[src/rtl/dmc_pkg.sv]
package dmc_pkg;
    typedef enum logic [1:0] {
        ST_IDLE = 2'd0,
        ST_ROW  = 2'd1,
        ST_COL  = 2'd2
    } dmc_state_e;
endpackage

[src/rtl/dmc_addr_split.sv]
module dmc_addr_split #(
    parameter int ROW_W = 5,
    parameter int COL_W = 3
) (
    input  logic [ROW_W+COL_W-1:0] word_addr,
    output logic [ROW_W-1:0]       row_part,
    output logic [COL_W-1:0]       col_part
);
    // upper bits choose the row, lower bits the column
    assign row_part = word_addr[ROW_W+COL_W-1:COL_W];
    assign col_part = word_addr[COL_W-1:0];
endmodule

[src/rtl/dmc_lanes.sv]
module dmc_lanes #(
    parameter int NUM_DEV = 8,
    parameter int DEV_W   = 8,
    localparam int WORD_W = NUM_DEV * DEV_W
) (
    input  logic [WORD_W-1:0] word_in,
    output logic [WORD_W-1:0] lanes_out,
    input  logic [WORD_W-1:0] lanes_in,
    output logic [WORD_W-1:0] word_out
);
    // device k owns a fixed slice k of the word
    for (genvar k = 0; k < NUM_DEV; k++) begin : g_lane
        assign lanes_out[k*DEV_W +: DEV_W] = word_in[k*DEV_W +: DEV_W];
        assign word_out[k*DEV_W +: DEV_W]  = lanes_in[k*DEV_W +: DEV_W];
    end
endmodule

[src/rtl/dram_module_ctrl.sv]
module dram_module_ctrl #(
    parameter int ROW_W   = 5,
    parameter int COL_W   = 3,
    parameter int NUM_DEV = 8,
    parameter int DEV_W   = 8,
    localparam int ADDR_W = ROW_W + COL_W,
    localparam int BUS_W  = (ROW_W > COL_W) ? ROW_W : COL_W,
    localparam int WORD_W = NUM_DEV * DEV_W
) (
    input  logic              clk,
    input  logic              rst_n,
    input  logic              req_valid,
    output logic              req_ready,
    input  logic              req_write,
    input  logic [ADDR_W-1:0] req_addr,
    input  logic [WORD_W-1:0] req_wdata,
    output logic              done,
    output logic [WORD_W-1:0] rdata,
    input  logic              refresh_hold,
    output logic [BUS_W-1:0]  dram_addr,
    output logic              dram_row_stb,
    output logic              dram_col_stb,
    output logic              dram_we,
    output logic [WORD_W-1:0] dram_wdata,
    input  logic [WORD_W-1:0] dram_rdata
);
    import dmc_pkg::*;

    typedef struct packed {
        dmc_state_e        state;
        logic              row_stb;
        logic              col_stb;
        logic [BUS_W-1:0]  abus;
        logic              we;
        logic [COL_W-1:0]  col_lat;
        logic              write;
        logic [WORD_W-1:0] wword;
        logic              done;
        logic [WORD_W-1:0] rword;
    } ctrl_t;

    ctrl_t ctl_d, ctl_q;

    logic [ROW_W-1:0]  row_part;
    logic [COL_W-1:0]  col_part;
    logic [WORD_W-1:0] lanes_out;
    logic [WORD_W-1:0] word_rd;
    logic              accept;

    dmc_addr_split #(.ROW_W(ROW_W), .COL_W(COL_W)) split_i (
        .word_addr (req_addr),
        .row_part  (row_part),
        .col_part  (col_part)
    );

    dmc_lanes #(.NUM_DEV(NUM_DEV), .DEV_W(DEV_W)) lanes_i (
        .word_in   (ctl_q.wword),
        .lanes_out (lanes_out),
        .lanes_in  (dram_rdata),
        .word_out  (word_rd)
    );

    assign req_ready = (ctl_q.state == ST_IDLE) && !refresh_hold;
    assign accept    = req_valid && req_ready;

    always_comb begin
        ctl_d      = ctl_q;
        ctl_d.done = 1'b0;
        unique case (ctl_q.state)
            ST_IDLE: begin
                if (accept) begin
                    ctl_d.state   = ST_ROW;
                    ctl_d.row_stb = 1'b1;
                    ctl_d.abus    = BUS_W'(row_part);
                    ctl_d.col_lat = col_part;
                    ctl_d.write   = req_write;
                end
            end
            ST_ROW: begin
                // data word is taken now, one cycle after the address
                ctl_d.state   = ST_COL;
                ctl_d.col_stb = 1'b1;
                ctl_d.abus    = BUS_W'(ctl_q.col_lat);
                ctl_d.we      = ctl_q.write;
                ctl_d.wword   = req_wdata;
            end
            ST_COL: begin
                ctl_d.state   = ST_IDLE;
                ctl_d.row_stb = 1'b0;
                ctl_d.col_stb = 1'b0;
                ctl_d.we      = 1'b0;
                ctl_d.done    = 1'b1;
                if (!ctl_q.write) ctl_d.rword = word_rd;
            end
            default: ctl_d.state = ST_IDLE;
        endcase
    end

    always_ff @(posedge clk) begin
        if (!rst_n) begin
            ctl_q <= '{state: ST_IDLE, default: '0};
        end else begin
            ctl_q <= ctl_d;
        end
    end

    assign done         = ctl_q.done;
    assign rdata        = ctl_q.rword;
    assign dram_addr    = ctl_q.abus;
    assign dram_row_stb = ctl_q.row_stb;
    assign dram_col_stb = ctl_q.col_stb;
    assign dram_we      = ctl_q.we;
    assign dram_wdata   = lanes_out;

    // the column strobe only rises while the row strobe is already high
    a_r3_col_after_row: assert property (@(posedge clk) disable iff (!rst_n)
        $rose(dram_col_stb) |-> $past(dram_row_stb));

    // the completion pulse comes with both strobes low
    a_r8_done_strobes_low: assert property (@(posedge clk) disable iff (!rst_n)
        done |-> (!dram_row_stb && !dram_col_stb));

    // done is a single-cycle pulse
    a_r5_done_single: assert property (@(posedge clk) disable iff (!rst_n)
        done |=> !done);

    // no new row strobe starts from a hold cycle
    a_r7_hold_no_row: assert property (@(posedge clk) disable iff (!rst_n)
        $rose(dram_row_stb) |-> !$past(refresh_hold));

    // not ready while a strobe is out
    a_r9_busy_not_ready: assert property (@(posedge clk) disable iff (!rst_n)
        (dram_row_stb || dram_col_stb) |-> !req_ready);

    // write enable only with the column strobe
    a_r6_we_with_col: assert property (@(posedge clk) disable iff (!rst_n)
        dram_we |-> dram_col_stb);
endmodule

[config.mk]
export PLATFORM = sky130hd
export DESIGN_NAME = dram_module_ctrl
export DESIGN_NICKNAME = d
export VERILOG_FILES = /design/src/rtl/dmc_pkg.sv /design/src/rtl/dmc_addr_split.sv /design/src/rtl/dmc_lanes.sv /design/src/rtl/dram_module_ctrl.sv
export SDC_FILE = /design/constraint.sdc
export NUM_CORES = 1
export LEC_CHECK = 0
export BUFFER_PORTS_ARGS = -buffer_cell sky130_fd_sc_hd__buf_2
export CAP_MARGIN = 20
export CORE_UTILIZATION = 30
export CTS_CLUSTER_SIZE = 40
export DETAILED_ROUTE_END_ITERATION = 12
export PLACE_DENSITY_LB_ADDON = 0.15
export SKIP_CTS_REPAIR_TIMING = 1
export SYNTH_ARGS = -nofsm -noshare
export SYNTH_HDL_FRONTEND = slang
export SYNTH_SLANG_ARGS = --single-unit
[constraint.sdc]
create_clock -name clk -period 1.9 [get_ports clk]
set_input_delay 0.285 -clock clk [delete_from_list [all_inputs] [get_ports clk]]
set_output_delay 0.285 -clock clk [all_outputs]
set_load 0.01 [all_outputs]
# After elaboration in Yosys (flattened, before gate mapping)
# Cells that the tools add are included.
[totals] register_bits=143 inputBits=141 output_inout_bits=138
[op_classes] eq_ne=3 mux=9 bitwise_logic=1 reduce_logical=11
[op_table] cell="$mux W65" n=1
[op_table] cell="$mux W64" n=1
[op_table] cell="$pmux W5 S2" n=1
[op_table] cell="$reduce_and A2 Y1" n=4
[op_table] cell="$pmux W1 S2" n=3
[op_table] cell="$reduce_bool A2 Y1" n=3
[op_table] cell="$mux W5" n=1
[op_table] cell="$pmux W2 S2" n=1
[op_table] cell="$mux W3" n=1
[op_table] cell="$eq A2 B1 Y1 const B" n=1
[op_table] cell="$eq A2 B2 Y1 const B" n=1
[op_table] cell="$logic_and A1 B1 Y1" n=2
[op_table] cell="$logic_not A2 Y1" n=1
[op_table] cell="$ne A2 B2 Y1 const B" n=1
[op_table] cell="$logic_not A1 Y1" n=1
[op_table] cell="$not A1 Y1" n=1

# Logic depth before layout (Yosys ltp)
[depth] depth_word=5 ltp_mapped=7 depth_no_buf=5

# Modules after synthesis
# Synthesis repeated with hierarchy kept, for this count alone.
[hier_totals] hier_cells=765 area_unflattened_um2=6718.9
[by_module_without_submodules] mod="dram_module_ctrl" n_inst=1 cells_per_inst=629 area_each_um2=5698.0 seq_area_each_um2=2862.7
[by_module_without_submodules] mod="dmc_lanes" n_inst=1 cells_per_inst=128 area_each_um2=960.9 seq_area_each_um2=0.0
[by_module_without_submodules] mod="dmc_addr_split" n_inst=1 cells_per_inst=8 area_each_um2=60.1 seq_area_each_um2=0.0

# Worst setup path before layout
# Ideal clock, no wire load.
[synth_timing] path_kind="reg-to-reg" startpoint="register ctl_q[141] in the netlist's numbering" endpoint="register ctl_q, in the netlist dram_addr[2]" setup_time_ps=122 arrival_ps=1346 slack_ps=432 stages_incl_launch_ff=7 n_path_buf=2 synth_period_minus_slack_ps=1468 path_cell_list="dfxtp_1 -> inv_1 -> ha_1 -> buf_6 -> and3b_4 -> buf_6 -> o311a_1"
[synth_via] elab_chain_cells=5 elab_cells_between_ends=8 cone_classes="eq/ne (2); mux (1); reduce/logical (5)"
[synth_rtl] element="from (decl)" line="dram_module_ctrl.sv:42" source="ctrl_t ctl_d, ctl_q;"
[synth_rtl] element="from (signal assigned)" line="dram_module_ctrl.sv:103" source="ctl_q <= ctl_d;"
[synth_rtl] element="$logic_not A2 Y1" line="dram_module_ctrl.sv:63, dram_module_ctrl.sv:69"
[synth_rtl] element="$logic_and A1 B1 Y1" line="dram_module_ctrl.sv:63" source="assign req_ready = (ctl_q.state == ST_IDLE) && !refresh_hold;"
[synth_rtl] element="$logic_and A1 B1 Y1" line="dram_module_ctrl.sv:64" source="assign accept = req_valid && req_ready;"
[synth_rtl] element="$ne A2 B2 Y1 (no line)"
[synth_rtl] element="$reduce_and A2 Y1 (no line)"
# Several ways; a longest one is shown, not always the timed one.
# A chain may end at the register's enable or synchronous reset.

# Final worst setup path
[layout_timing] startpoint="register ctl_q[141] in the netlist's numbering" endpoint="output req_ready"
[layout_via] elab_chain_cells=2
[layout_rtl] element="$logic_not A2 Y1" line="dram_module_ctrl.sv:63"
[layout_rtl] element="$logic_and A1 B1 Y1" line="dram_module_ctrl.sv:63"
[layout_rtl] element="to (decl)" line="dram_module_ctrl.sv:13" source="output logic req_ready,"
# No other way between the ends.

==> tab_implementation.tex <==
\begin{tabular}{lr}
\hline
Metric & Value \\
\hline
\multicolumn{2}{l}{\textbf{Status}} \\
Status & finished clean \\
\multicolumn{2}{l}{\textbf{Final layout}} \\
Final cell count without fillers & roughly 1100 \\
Proportion of layout cells with a drive suffix above 1 & 39.5\% \\
Diode count & 0 \\
Net total in the final layout & a little under 1000 \\
Fill cell count & roughly 2200 \\
Post-Route Utilization & a little under two fifths \\
Synthesis-to-finish area growth & 20.4\% \\
\multicolumn{2}{l}{\textbf{Yosys}} \\
Fraction of post-synthesis cell area in the top cell type by area & approximately 46\% \\
Post-Syn Nets & 836 \\
Yosys warns & 0 \\
Post-synth EDFFs & 0 \\
Post-Synthesis Cell Area & between 0.006 and 0.007 mm2 \\
Post-Synthesis Cells & 691 \\
Share of flip-flops with an asynchronous set or reset after synthesis & 0\% \\
Most repeated cell in the gate-level netlist after synthesis & sky130\_fd\_sc\_hd\_\_dfxtp\_1 \\
Top cells by instance count after synthesis & sky130\_fd\_sc\_hd\_\_dfxtp\_1, sky130\_fd\_sc\_hd\_\_buf\_4, sky130\_fd\_sc\_hd\_\_nand2\_1 \\
Syn avg cell area & around 8.9 um2 \\
Library cell occupying the most area in the post-synthesis netlist & sky130\_fd\_sc\_hd\_\_dfxtp\_1 \\
Dominant cells by area after synthesis & sky130\_fd\_sc\_hd\_\_dfxtp\_1, sky130\_fd\_sc\_hd\_\_buf\_4, sky130\_fd\_sc\_hd\_\_mux2i\_1 \\
Number of distinct library cells after synthesis & 28 \\
Sequential cell area fraction in the yosys report & 46.3\% \\
\#FFs+latches synth & around 140 \\
Ys flop type & sky130\_fd\_sc\_hd\_\_dfxtp\_1 \\
\multicolumn{2}{l}{\textbf{Worst setup path}} \\
Crit path max fanout & 9 \\
Required time worst endpoint & between 1500 and 2000 ps \\
Critical Path End Type & output pin \\
Worst path bufs/invs & 3 \\
Critical path cell sequence & inv\_2 > ha\_4 > inv\_1 > nor2\_1 > buf\_2 \\
Classification of the worst setup path & reg -> out \\
Worst path slowest cell & sky130\_fd\_sc\_hd\_\_dfxtp\_1 \\
Slowest Stage Delay on Critical Path & 350 ps \\
Kind of start point of the critical path & register \\
Cell family with the largest share of critical-path delay & buffers and inverters \\
Data arrival time of the critical path & 1480 ps \\
\multicolumn{2}{l}{\textbf{Detailed routing}} \\
Number of design rule violations left after detail routing & 0 \\
Via count & around 4700 \\
Total Wirelength & 14.4 mm \\
Count of antenna-violating nets left after detailed routing & 0 \\
Initial DRC count & approximately 120 \\
Via density per instance & 4.19 \\
Number of iterations in the first detailed-routing pass & 4 \\
Routed len/inst & $\sim$13 um \\
\multicolumn{2}{l}{\textbf{Timing}} \\
Worst hold-check slack & slightly above 100 ps \\
Final Critical Period & 1760 ps \\
Setup clock skew after layout & between 8 and 9 ps \\
Setup violation total in the final timing report & 0 \\
Final number of hold-violating endpoints & 0 \\
Transition time at the pin with the least slew margin & 398 ps \\
Period utilisation layout & around 93\% \\
Setup repair after global routing missed its margin & false \\
Count of final max-slew check failures & 0 \\
Peak clock frequency supported by timing & roughly 570 MHz \\
Rel. slew slack & approximately 73\% \\
\multicolumn{2}{l}{\textbf{Placed design}} \\
IO buf count & 278 \\
Half-perimeter wire length after detailed placement & between 10 and 15 mm \\
Final RePlAce weighted congestion & between 0.7 and 0.8 \\
Cell total after placement & 1081 \\
\multicolumn{2}{l}{\textbf{Global routing}} \\
Number of antenna violations at the first check in global routing & 0 \\
Via count of the first global-routing pass & around 4300 \\
GRT overflow & 0 \\
Global-route wire length before repair & between 20 and 25 mm \\
Maximum number of pins on one net before global-route repair & 47 \\
Global routing usage summed across all routing layers & a little over an eighth \\
\multicolumn{2}{l}{\textbf{Clocking}} \\
Maximum buffer depth of the clock tree & 2 \\
Clk sink count & between 100 and 150 \\
Skew-Pair Late Insertion Delay & 420 ps \\
Total clock buffers created by CTS & 17 \\
Master cell of the clock root buffer & sky130\_fd\_sc\_hd\_\_clkbuf\_16 \\
Number of levels in the clock H-tree & 4 \\
Clock transition time at the flip-flop clock pins of the worst setup and hold paths & $\sim$60 ps \\
TritonCTS clock tree & yes \\
\multicolumn{2}{l}{\textbf{Pwr}} \\
Leak pwr & 0.00344 uW \\
Power density of the placed cells & about 1100 mW/mm2 \\
Worst VDD drop & 0.000491 V \\
\multicolumn{2}{l}{\textbf{Worst hold path}} \\
Min-delay worst type & in -> reg \\
\multicolumn{2}{l}{\textbf{Die}} \\
Core box area & roughly 0.02 mm2 \\
Top Ports & approximately 280 \\
Initial cell density of the core & between 30\% and 40\% \\
Die ar. & $\sim$0.021 mm2 \\
Row count & 52 \\
Floorplan die width & about 150 um \\
Vertical die dimension & approximately 150 um \\
\multicolumn{2}{l}{\textbf{Job}} \\
MaxCap Viol Count & 0 \\
\hline
\end{tabular}
final cells by class:
type                    count  area, um2  area share [%]
flip-flops and latches    143       2860            38.5
multi-input cells         372       2080            28.0
repair buffers            292       1550            20.8
clock buffers              19        453            6.09
well taps                 270        338            4.54
clock inverters            10        139            1.87
inverters                   4       17.5           0.236
kinds of logic (layout without fill, tap and decap cells):
logic type / count (synthesis) / count (layout) / share of synthesized area (%)
AOI/OAI and AO/OA: 80 / 80 / 6.93
adders and majority gates: 4 / 4 / 0.810
DFF: 143 / 143 / 46.3
and+or+nand+nor: 217 / 217 / 14.0
muxes: 71 / 71 / 11.5
buffers and inverters: 176 / 325 / 20.5
metal layers:
layer	part of all wire [%]	vias to the layer above	wire [um]	global-route usage [%]
met5	0	-	0	0
met4	1.7	0	239	5.89
met3	6.7	16	965	4.14
met2	45	178	6470	21.2
met1	47	2082	6700	17.5
li1	-	2377	-	-
layout by cell type, fill, tap and decap left out, types with 2 or more instances in the layout:
cell type                   netlist  final
sky130_fd_sc_hd__clkinv_4         0      2
sky130_fd_sc_hd__nor2_1          72     72
sky130_fd_sc_hd__ha_4             0      2
sky130_fd_sc_hd__nand2_1        130    130
sky130_fd_sc_hd__mux2i_1         71     71
sky130_fd_sc_hd__buf_2           18    278
sky130_fd_sc_hd__buf_12           0      4
sky130_fd_sc_hd__dfxtp_1        143    143
sky130_fd_sc_hd__nand2b_1         3      2
sky130_fd_sc_hd__clkinv_2         0      3
sky130_fd_sc_hd__inv_2            0      2
sky130_fd_sc_hd__clkbuf_16        0     17
sky130_fd_sc_hd__bufinv_16        0      3
sky130_fd_sc_hd__a31oi_1          2      2
sky130_fd_sc_hd__nand3b_1         2      2
sky130_fd_sc_hd__o21ai_0          3      3
sky130_fd_sc_hd__o21ai_1          3      3
sky130_fd_sc_hd__and2b_2          1      2
sky130_fd_sc_hd__o311a_2          2      2
sky130_fd_sc_hd__ha_1             4      2
sky130_fd_sc_hd__clkbuf_8         0      2
sky130_fd_sc_hd__a21oi_1         67     67
sky130_fd_sc_hd__buf_4          139     10
sky130_fd_sc_hd__nand3_1          4      4
stage by stage:
stage | area, um2 | TNS, ps | setup WS (ps) | power [uW]
global placement | 6830 | 0 | 295 | 5220
global route | 7440 | 0 | 52.2 | 9040
detailed placement | 6830 | 0 | 270 | 5200
finish | 7440 | 0 | 136 | 8530
CTS | 7420 | -83.6 | -83.6 | 8670
floorplan | 6180 | 0 | 432 | 4940
worst paths after layout:
kind,startpoint,end,slack [ps],cells past startpoint
min,req_wdata[55],ctl_q[120],100,3
max,ctl_q[141],req_ready,140,5
min reg2reg,rdata[37],rdata[37],450,2
max reg2reg,ctl_q[141],rdata[42],280,6
tightest hold or removal path, cell delays in order:
cell and delay [ps]:
sky130_fd_sc_hd__buf_2 70, sky130_fd_sc_hd__mux2i_1 50, sky130_fd_sc_hd__nor2_1 70
flip-flops by register name, summed over array words and instances (netlist names):
name / flops
dram_row_stb: 1
dram_we: 1
done: 1
dram_col_stb: 1
dram_addr: 5
rdata: 64
ctl_q: 70
power by group:
| group | internal (uW) | leakage [uW] | switching (uW) |
|---|---|---|---|
| combinational | 790 | 0.00198 | 901 |
| sequential | 3300 | 0.00116 | 144 |
| clock | 2110 | 0.000291 | 1280 |
| total | 6210 | 0.00344 | 2330 |
Note: power is estimated with default switching activity, not from simulation.
